File: src/rtl/ead_pkg.sv
package ead_pkg;

  localparam int EAD_DW    = 8;
  localparam int EAD_LEN_W = 2;
  localparam int EAD_NSEL  = 5;

  typedef enum logic [2:0] {
    AM_INH = 3'd0,
    AM_IMM = 3'd1,
    AM_DIR = 3'd2,
    AM_SHD = 3'd3,
    AM_IND = 3'd4
  } amode_e;

  // one-hot select positions
  localparam int SEL_INH = 0;
  localparam int SEL_IMM = 1;
  localparam int SEL_DIR = 2;
  localparam int SEL_SHD = 3;
  localparam int SEL_IND = 4;

  typedef struct packed {
    logic [EAD_DW-1:0]    ea;
    logic                 imm;
    logic [EAD_DW-1:0]    immv;
    logic                 none;
    logic [EAD_LEN_W-1:0] len;
  } dec_res_t;

  // working register address: base plus two-bit index from the opcode
  function automatic logic [EAD_DW-1:0] shd_addr(input logic [EAD_DW-1:0] base,
                                                 input logic [EAD_DW-1:0] op);
    logic [EAD_DW-1:0] idx;
    idx = op & EAD_DW'(3);
    return base + idx;
  endfunction

  // pointer choice: opcode bit 4 low picks X, high picks Y
  function automatic logic [EAD_DW-1:0] ind_addr(input logic [EAD_DW-1:0] op,
                                                 input logic [EAD_DW-1:0] x,
                                                 input logic [EAD_DW-1:0] y);
    return ((op >> 4) & EAD_DW'(1)) != '0 ? y : x;
  endfunction

  // bytes occupied by an instruction of the given mode
  function automatic logic [EAD_LEN_W-1:0] len_of(input logic two_byte);
    return two_byte ? EAD_LEN_W'(2) : EAD_LEN_W'(1);
  endfunction

endpackage

File: src/rtl/ead_mode_dec.sv
module ead_mode_dec
  import ead_pkg::*;
#(
  parameter int NSEL = EAD_NSEL
) (
  input  logic [2:0]      mode_i,
  output logic [NSEL-1:0] sel_o
);

  logic known;

  always_comb begin
    sel_o = '0;
    known = 1'b1;
    unique case (mode_i)
      AM_IMM:  sel_o[SEL_IMM] = 1'b1;
      AM_DIR:  sel_o[SEL_DIR] = 1'b1;
      AM_SHD:  sel_o[SEL_SHD] = 1'b1;
      AM_IND:  sel_o[SEL_IND] = 1'b1;
      AM_INH:  sel_o[SEL_INH] = 1'b1;
      default: known = 1'b0;
    endcase
    // unused codes fold onto inherent
    if (!known) sel_o[SEL_INH] = 1'b1;
  end

  // exactly one mode path is active for every code
  always_comb begin
    a_r8_sel_onehot: assert ($countones(sel_o) == 1);
  end

endmodule

File: src/rtl/ead_len_calc.sv
module ead_len_calc
  import ead_pkg::*;
#(
  parameter int NSEL  = EAD_NSEL,
  parameter int LEN_W = EAD_LEN_W
) (
  input  logic [NSEL-1:0]  sel_i,
  output logic [LEN_W-1:0] len_o
);

  logic two_byte;

  assign two_byte = sel_i[SEL_IMM] | sel_i[SEL_DIR];
  assign len_o    = LEN_W'(len_of(two_byte));

endmodule

File: src/rtl/ead_addr_sel.sv
module ead_addr_sel
  import ead_pkg::*;
#(
  parameter int          NSEL     = EAD_NSEL,
  parameter int          DW       = EAD_DW,
  parameter logic [DW-1:0] REG_BASE = 8'h80
) (
  input  logic [NSEL-1:0] sel_i,
  input  logic [DW-1:0]   opcode_i,
  input  logic [DW-1:0]   nxt_i,
  input  logic [DW-1:0]   x_i,
  input  logic [DW-1:0]   y_i,
  output logic [DW-1:0]   ea_o,
  output logic            imm_o,
  output logic [DW-1:0]   immv_o,
  output logic            none_o
);

  logic [DW-1:0] shd_ea;
  logic [DW-1:0] ind_ea;

  assign shd_ea = shd_addr(REG_BASE, opcode_i);
  assign ind_ea = ind_addr(opcode_i, x_i, y_i);

  always_comb begin
    ea_o   = '0;
    imm_o  = sel_i[SEL_IMM];
    immv_o = sel_i[SEL_IMM] ? nxt_i : '0;
    none_o = sel_i[SEL_INH];
    if (sel_i[SEL_DIR]) ea_o = nxt_i;
    if (sel_i[SEL_SHD]) ea_o = shd_ea;
    if (sel_i[SEL_IND]) ea_o = ind_ea;
  end

  // short-direct addresses stay inside the four-register window
  always_comb begin
    if (sel_i[SEL_SHD])
      a_r4_shd_window: assert (shd_ea >= REG_BASE && shd_ea <= REG_BASE + DW'(3));
  end

endmodule

File: src/rtl/opnd_ea_decoder.sv
module opnd_ea_decoder
  import ead_pkg::*;
#(
  parameter int            DW       = EAD_DW,
  parameter int            LEN_W    = EAD_LEN_W,
  parameter logic [DW-1:0] REG_BASE = 8'h80
) (
  input  logic             clk,
  input  logic             rst_n,
  input  logic [2:0]       mode_i,
  input  logic [DW-1:0]    opcode_i,
  input  logic [DW-1:0]    nxt_byte_i,
  input  logic [DW-1:0]    x_reg_i,
  input  logic [DW-1:0]    y_reg_i,
  output logic [DW-1:0]    ea_o,
  output logic             imm_flag_o,
  output logic [DW-1:0]    imm_val_o,
  output logic             no_opnd_o,
  output logic [LEN_W-1:0] len_o
);

  localparam int NSEL = EAD_NSEL;

  logic [NSEL-1:0]  mode_sel;
  logic [DW-1:0]    nxt_ea;
  logic             nxt_imm;
  logic [DW-1:0]    nxt_immv;
  logic             nxt_none;
  logic [LEN_W-1:0] nxt_len;
  logic             seen_q;   // an edge out of reset has loaded the outputs

  ead_mode_dec #(.NSEL(NSEL)) u_mode (
    .mode_i (mode_i),
    .sel_o  (mode_sel)
  );

  ead_addr_sel #(.NSEL(NSEL), .DW(DW), .REG_BASE(REG_BASE)) u_addr (
    .sel_i    (mode_sel),
    .opcode_i (opcode_i),
    .nxt_i    (nxt_byte_i),
    .x_i      (x_reg_i),
    .y_i      (y_reg_i),
    .ea_o     (nxt_ea),
    .imm_o    (nxt_imm),
    .immv_o   (nxt_immv),
    .none_o   (nxt_none)
  );

  ead_len_calc #(.NSEL(NSEL), .LEN_W(LEN_W)) u_len (
    .sel_i (mode_sel),
    .len_o (nxt_len)
  );

  always_ff @(posedge clk or negedge rst_n) begin
    if (!rst_n) begin
      ea_o       <= '0;
      imm_flag_o <= 1'b0;
      imm_val_o  <= '0;
      no_opnd_o  <= 1'b0;
      len_o      <= '0;
      seen_q     <= 1'b0;
    end else begin
      ea_o       <= nxt_ea;
      imm_flag_o <= nxt_imm;
      imm_val_o  <= nxt_immv;
      no_opnd_o  <= nxt_none;
      len_o      <= nxt_len;
      seen_q     <= 1'b1;
    end
  end

  // outputs held at zero until the first loading edge
  a_r1_reset_zero: assert property (@(posedge clk)
    !seen_q |-> (ea_o == '0 && !imm_flag_o && imm_val_o == '0 && !no_opnd_o && len_o == '0));

  a_r2_imm_value: assert property (@(posedge clk) disable iff (!rst_n)
    (seen_q && $past(mode_i) == AM_IMM) |->
      (imm_flag_o && imm_val_o == $past(nxt_byte_i) && len_o == LEN_W'(2)));

  a_r3_direct_addr: assert property (@(posedge clk) disable iff (!rst_n)
    (seen_q && $past(mode_i) == AM_DIR) |->
      (ea_o == $past(nxt_byte_i) && len_o == LEN_W'(2) && !imm_flag_o));

  a_r4_short_addr: assert property (@(posedge clk) disable iff (!rst_n)
    (seen_q && $past(mode_i) == AM_SHD) |->
      (ea_o == REG_BASE + DW'($past(opcode_i[1:0])) && len_o == LEN_W'(1)));

  a_r5_ind_x: assert property (@(posedge clk) disable iff (!rst_n)
    (seen_q && $past(mode_i) == AM_IND && !$past(opcode_i[4])) |->
      (ea_o == $past(x_reg_i) && len_o == LEN_W'(1)));

  a_r6_ind_y: assert property (@(posedge clk) disable iff (!rst_n)
    (seen_q && $past(mode_i) == AM_IND && $past(opcode_i[4])) |->
      (ea_o == $past(y_reg_i) && len_o == LEN_W'(1)));

  a_r7_inherent: assert property (@(posedge clk) disable iff (!rst_n)
    (seen_q && ($past(mode_i) == AM_INH || $past(mode_i) > 3'd4)) |->
      (no_opnd_o && len_o == LEN_W'(1) && ea_o == '0));

  a_r10_imm_only: assert property (@(posedge clk) disable iff (!rst_n)
    (seen_q && $past(mode_i) != AM_IMM) |-> (!imm_flag_o && imm_val_o == '0));

endmodule

File: config.mk
export PLATFORM = sky130hd
export DESIGN_NAME = opnd_ea_decoder
export DESIGN_NICKNAME = d
export VERILOG_FILES = /design/src/rtl/ead_pkg.sv /design/src/rtl/ead_mode_dec.sv /design/src/rtl/ead_len_calc.sv /design/src/rtl/ead_addr_sel.sv /design/src/rtl/opnd_ea_decoder.sv
export SDC_FILE = /design/constraint.sdc
export NUM_CORES = 1
export LEC_CHECK = 0
export BUFFER_PORTS_ARGS = -buffer_cell sky130_fd_sc_hd__buf_4
export CAP_MARGIN = 5
export CORE_ASPECT_RATIO = 1.75
export CORE_MARGIN = 2
export CORE_UTILIZATION = 29
export CTS_BUF_LIST = sky130_fd_sc_hd__clkbuf_8
export DETAILED_ROUTE_END_ITERATION = 7
export PLACE_DENSITY_LB_ADDON = 0.2
export SLEW_MARGIN = 25
export SYNTH_ARGS = -nofsm -noshare
export SYNTH_HDL_FRONTEND = slang
export SYNTH_HIERARCHICAL = 1
export SYNTH_SLANG_ARGS = --single-unit
File: constraint.sdc
create_clock -name clk -period 0.8 [get_ports clk]
set_input_delay 0.04 -clock clk [delete_from_list [all_inputs] [get_ports clk]]
set_output_delay 0.04 -clock clk [all_outputs]
set_load 0.01 [all_outputs]
# --- After elaboration in Yosys (flattened, before gate mapping) ---
# Cells that the tools add are included.
totals:
  elab_cells: 26
  out_inout_bits: 20
  input_bits: 37
  regBits: 20
op_classes:
  n_reduce_logical: 2
  bitwise: 1
  muxes: 13
  n_eq_ne: 4
  addsub: 1
op_table:
  columns: ["cell", "n"]
  rows:
  - ["two-way mux 8 bit", 5]
  - ["adder 8 x 2 -> 8 bit (first input constant)", 1]
  - ["two-way mux 1 bit", 7]
  - ["== test 3 x 2 -> 1 bit (second input constant)", 2]
  - ["OR reduction 5 bit", 1]
  - ["== test 3 x 1 -> 1 bit (second input constant)", 1]
  - ["== test 3 bit (second input constant)", 1]
  - ["logical NOT 3 bit", 1]
  - ["two-way mux 2 bit", 1]
  - ["bitwise OR 1 bit", 1]

# --- Longest topological paths before layout ---
logic_depth:
  depth_word: 5
  mapped_depth: 5
  mapped_depth_nobuf: 4

# --- Cells and area by module ---
# The synthesis kept the hierarchy.
by_module_without_submodules:
  columns: ["mod", "area_each_um2", "seq_area_each_um2", "cells_each", "n_inst"]
  rows:
  - ["opnd_ea_decoder", 500.5, 500.5, 20, 1]
  - ["ead_addr_sel", 295.3, 0.0, 34, 1]
  - ["ead_mode_dec", 47.5, 0.0, 6, 1]
  - ["ead_len_calc", 17.5, 0.0, 3, 1]

# --- Worst setup path after synthesis ---
# Ideal clock, no wire load.
synth_timing:
  path_type: "input -> register"
  start: "input port mode_i[0]"
  end: "register ea_o[2]"
  required_ns: 0.735
  n_path_buf: 0
  cell_stages: 3
  setup_time_ns: 0.065
  path_slack_ns: -0.202
  t_arrival_ns: 0.937
  cell_sequence: "nor3b_1 -> nor3b_2 -> a22o_1"
synth_between:
  elab_chain_cells: 5
  word_cells_on_any_way: 9
  classes_between: "eq/ne (3); mux (6)"
synth_rtl:
  columns: ["item", "line_no", "text"]
  rows:
  - ["start: declaration", "opnd_ea_decoder.sv:10", "input logic [2:0] mode_i,"]
  - ["== test 3 x 2 -> 1 bit", "ead_mode_dec.sv:15", "unique case (mode_i)"]
  - ["two-way mux 1 bit", "ead_mode_dec.sv:15", null]
  - ["two-way mux 8 bit", "ead_addr_sel.sv:30", "if (sel_i[SEL_DIR]) ea_o = nxt_i;"]
  - ["two-way mux 8 bit", "ead_addr_sel.sv:31", "if (sel_i[SEL_SHD]) ea_o = shd_ea;"]
  - ["two-way mux 8 bit (*)", "ead_addr_sel.sv:32", "if (sel_i[SEL_IND]) ea_o = ind_ea;"]
  - ["named net nxt_ea[2]", "opnd_ea_decoder.sv:25", "logic [DW-1:0] nxt_ea;"]
  - ["end signal: assignment", "opnd_ea_decoder.sv:63", "ea_o <= nxt_ea;"]
  - ["end: declaration", "opnd_ea_decoder.sv:15", "output logic [DW-1:0] ea_o,"]
# The timed path passes the listed nets; every way through them passes the cells marked *.

# --- Worst setup path in the final report ---
layout_timing:
  start: "register ea_o[0]"
  end: "output port ea_o[0]"
# No word-level cell between the ends.

==> key figures <==
Placement
  – Port buffer count: 51
  – Final Wtd Congestion: 0.651
  – HPWL Detailed: 1.58 mm
  – Dpl cells: 147

Cells and area
  – Multi-input combinational cell area: 344 µm²
  – P&R area growth vs syn: 70.1%
  – Post-route insts no fill: 151
  – Antenna cell count: 0
  – # nets final: 162
  – Sequential Area: 500 µm²
  – Fillers: 276
  – Share of layout cells above drive strength 1: 0.610

Floorplanning
  – Initial Util: 0.301
  – Die H: 76.1 µm
  – Die Wd: 45.2 µm
  – # rows: 26
  – IO Pins: 57
  – Total die area: 3440 µm²
  – Floorplan Core Area: 2860 µm²

Route
  – Drt initial violations: 3
  – DR vias/cell: 4.75
  – Average wire per standard cell: 13.3 µm
  – Via count: 717
  – TritonRoute pass-1 iters: 4
  – DRC: 0
  – Total wire length: 2.01 mm
  – Antenna-violating nets left: 0

Clock tree
  – Clock Sinks: 20
  – CTS clk-pin slew, worst paths: 0.07 ns
  – CTS Buf Count: 3
  – Setup Buffers After CTS: 0
  – TritonCTS clock tree: done
  – CTS Buffer Depth: 2
  – CTS root buf: clkbuf_8
  – Number of H-tree levels: 1

Synth
  – Netlist Area Pre-Place: 861 µm²
  – Top_reg_cell synth: dfrtp_1
  – Yosys warns: 6
  – Largest family of logic cells by synthesized area: simple AND/OR/NAND/NOR gates
  – Compound-Gate Fraction of Synth Area: 0.0945
  – Mapped Nets: 100
  – Simple-Gate Fraction of Synth Area: 0.147
  – Post-synth top area share: 0.581
  – Post-synth ARST share: 1.00
  – FF+latch count, synth: 20
  – Post-synth EDFFs: 0
  – Post-Synth Adder-Cell Area: 0
  – Sequential share of the synthesized area: 0.581
  – Syn avg cell area: 13.7 µm²
  – Mux share of post-synthesis cell area: 0.122
  – Synth Instances: 63
  – Yosys cell types: 20
  – XOR/XNOR Fraction of Synth Area: 0.0102
  – Cell taking the most area after synthesis: dfrtp_1
  – Synth area leaders: dfrtp_1, mux2_4, and2_1

Power
  – VDD IR max: 0.835 mV
  – Total power: 2150 µW
  – Cell area power density: 1470 nW/µm²
  – LEAKAGE: 0.000763 µW

Timing
  – Slew HR: 0.826
  – Worst-Margin Slew: 0.260 ns
  – Min Hold Slack: 0.0173 ns
  – Final hold violations: 0
  – Setup violations, final: 0
  – Pins Over Slew Limit: 0
  – Final worst-path cycle share: 0.985
  – Post-route minimum period: 0.788 ns
  – Max frequency: 1270 MHz
  – RSZ-0062 raised after global routing: yes

Global routing
  – First-pass GRT wire length: 3.24 mm
  – Grt ovf: 0
  – Total Routing Usage GR: 0.126
  – Initial antenna violation count: 0
  – Vias in the first global route: 733
  – Pin count of the biggest net entering global routing: 21

Worst setup path
  – Slowest stage delay, CP: 0.38 ns
  – Arr. time, crit path: 0.75 ns
  – Critical path class: reg2out
  – Critical Path RT: 0.76 ns
  – Family with the most delay on the worst path: flip-flops
  – CP Capture Type: output pin
  – Critical path, cell by cell: buf_6
  – Worst path slowest cell: dfrtp_1
  – Startpoint types: flop
  – Buffers & Inverters on Critical Path: 1
  – CP max FO: 1

Status
  – Run status: completed

Worst hold path
  – Min-delay worst type: in2reg

Flow run
  – Max Cap Viol: 0
==> kinds of logic after synthesis <==
| logic type | count (synthesis) |
|---|---|
| buffers and inverters | 5 |
| DFF | 20 |
| AOI/OAI and AO/OA | 11 |
| muxes | 8 |
| and+or+nand+nor | 18 |
| xor gates and xnor gates | 1 |
==> cell usage after synthesis (2+ instances only) <==
cell type,count
nand3b_1,2
a22oi_1,2
nor3b_1,2
buf_4,3
dfrtp_1,20
mux2_4,5
a21oi_1,3
mux2i_1,3
a22o_1,5
and2_1,8
==> stage by stage <==
step                setup slack (ns)  setup TNS, ns  instance area, µm²  utilization
floorplan                    -0.0123        -0.0221                 883            -
global placement              -0.147          -1.15                1340        0.467
detailed placement            -0.174          -1.29                1340        0.467
CTS                         -0.00489       -0.00633                1410        0.492
global route                 -0.0212         -0.132                1460        0.511
finish                        0.0123              0                1460        0.511
==> layout make-up <==
class                           count  area share
Clock buffer                        3      0.0282
Sequential cell                    20       0.342
Tap cell                           28      0.0239
Multi-Input combinational cell     38       0.235
Timing Repair Buffer               62       0.371
==> cell usage in the layout (no fill, tap or decap), drive strengths merged, types with 2 or more instances in the layout <==
cell type / netlist / layout
mux2i: 3 / 3
mux2: 5 / 5
and2: 9 / 9
nor2: 2 / 2
a22o: 5 / 5
buf: 5 / 61
clkbuf: 0 / 3
a22oi: 2 / 2
nor3b: 3 / 3
a21oi: 3 / 3
dfrtp: 20 / 20
nand3b: 2 / 2
==> flip-flops by register name, indices dropped and copies added, names as in the netlist <==
name and flops:
no_opnd_o 1, imm_val_o 8, len_o 2, ea_o 8, imm_flag_o 1
==> where the power goes <==
group,switching [µW],leakage (µW),internal [µW],total (µW)
Sequential,23.5,0.000265,1060,1080
Clock,278,0.0000216,333,611
Combinational,161,0.000477,291,452
Total,463,0.000763,1680,2150
==> what timing repair did <==
action | CTS | global route
resized for setup | 5 | 15
hold endpoints to repair | 20 | 0
hold buffers | 1 | 0
endpoints found under the setup margin | 5 | 20
==> layer usage <==
metal | routed length, µm | vias to the layer above | global-route usage
met5 | 0 | - | 0
met4 | 34 | 0 | 0.0618
met3 | 156 | 2 | 0.0261
met2 | 1150 | 32 | 0.214
met1 | 672 | 346 | 0.140
li1 | - | 337 | -
==> worst paths after layout <==
check / start / end / slack [ns] / cells after the start
setup / recovery: ea_o[0]$_DFF_PN0_ / ea_o[0] / 0.01 / 1
hold / removal: nxt_byte_i[1] / imm_val_o[1]$_DFF_PN0_ / 0.02 / 2
max in group asynchronous: rst_n / ea_o[7]$_DFF_PN0_ / 0.39 / 2
min in group asynchronous: rst_n / imm_flag_o$_DFF_PN0_ / 0.20 / 2
Note: power is estimated with default switching activity, not from simulation.
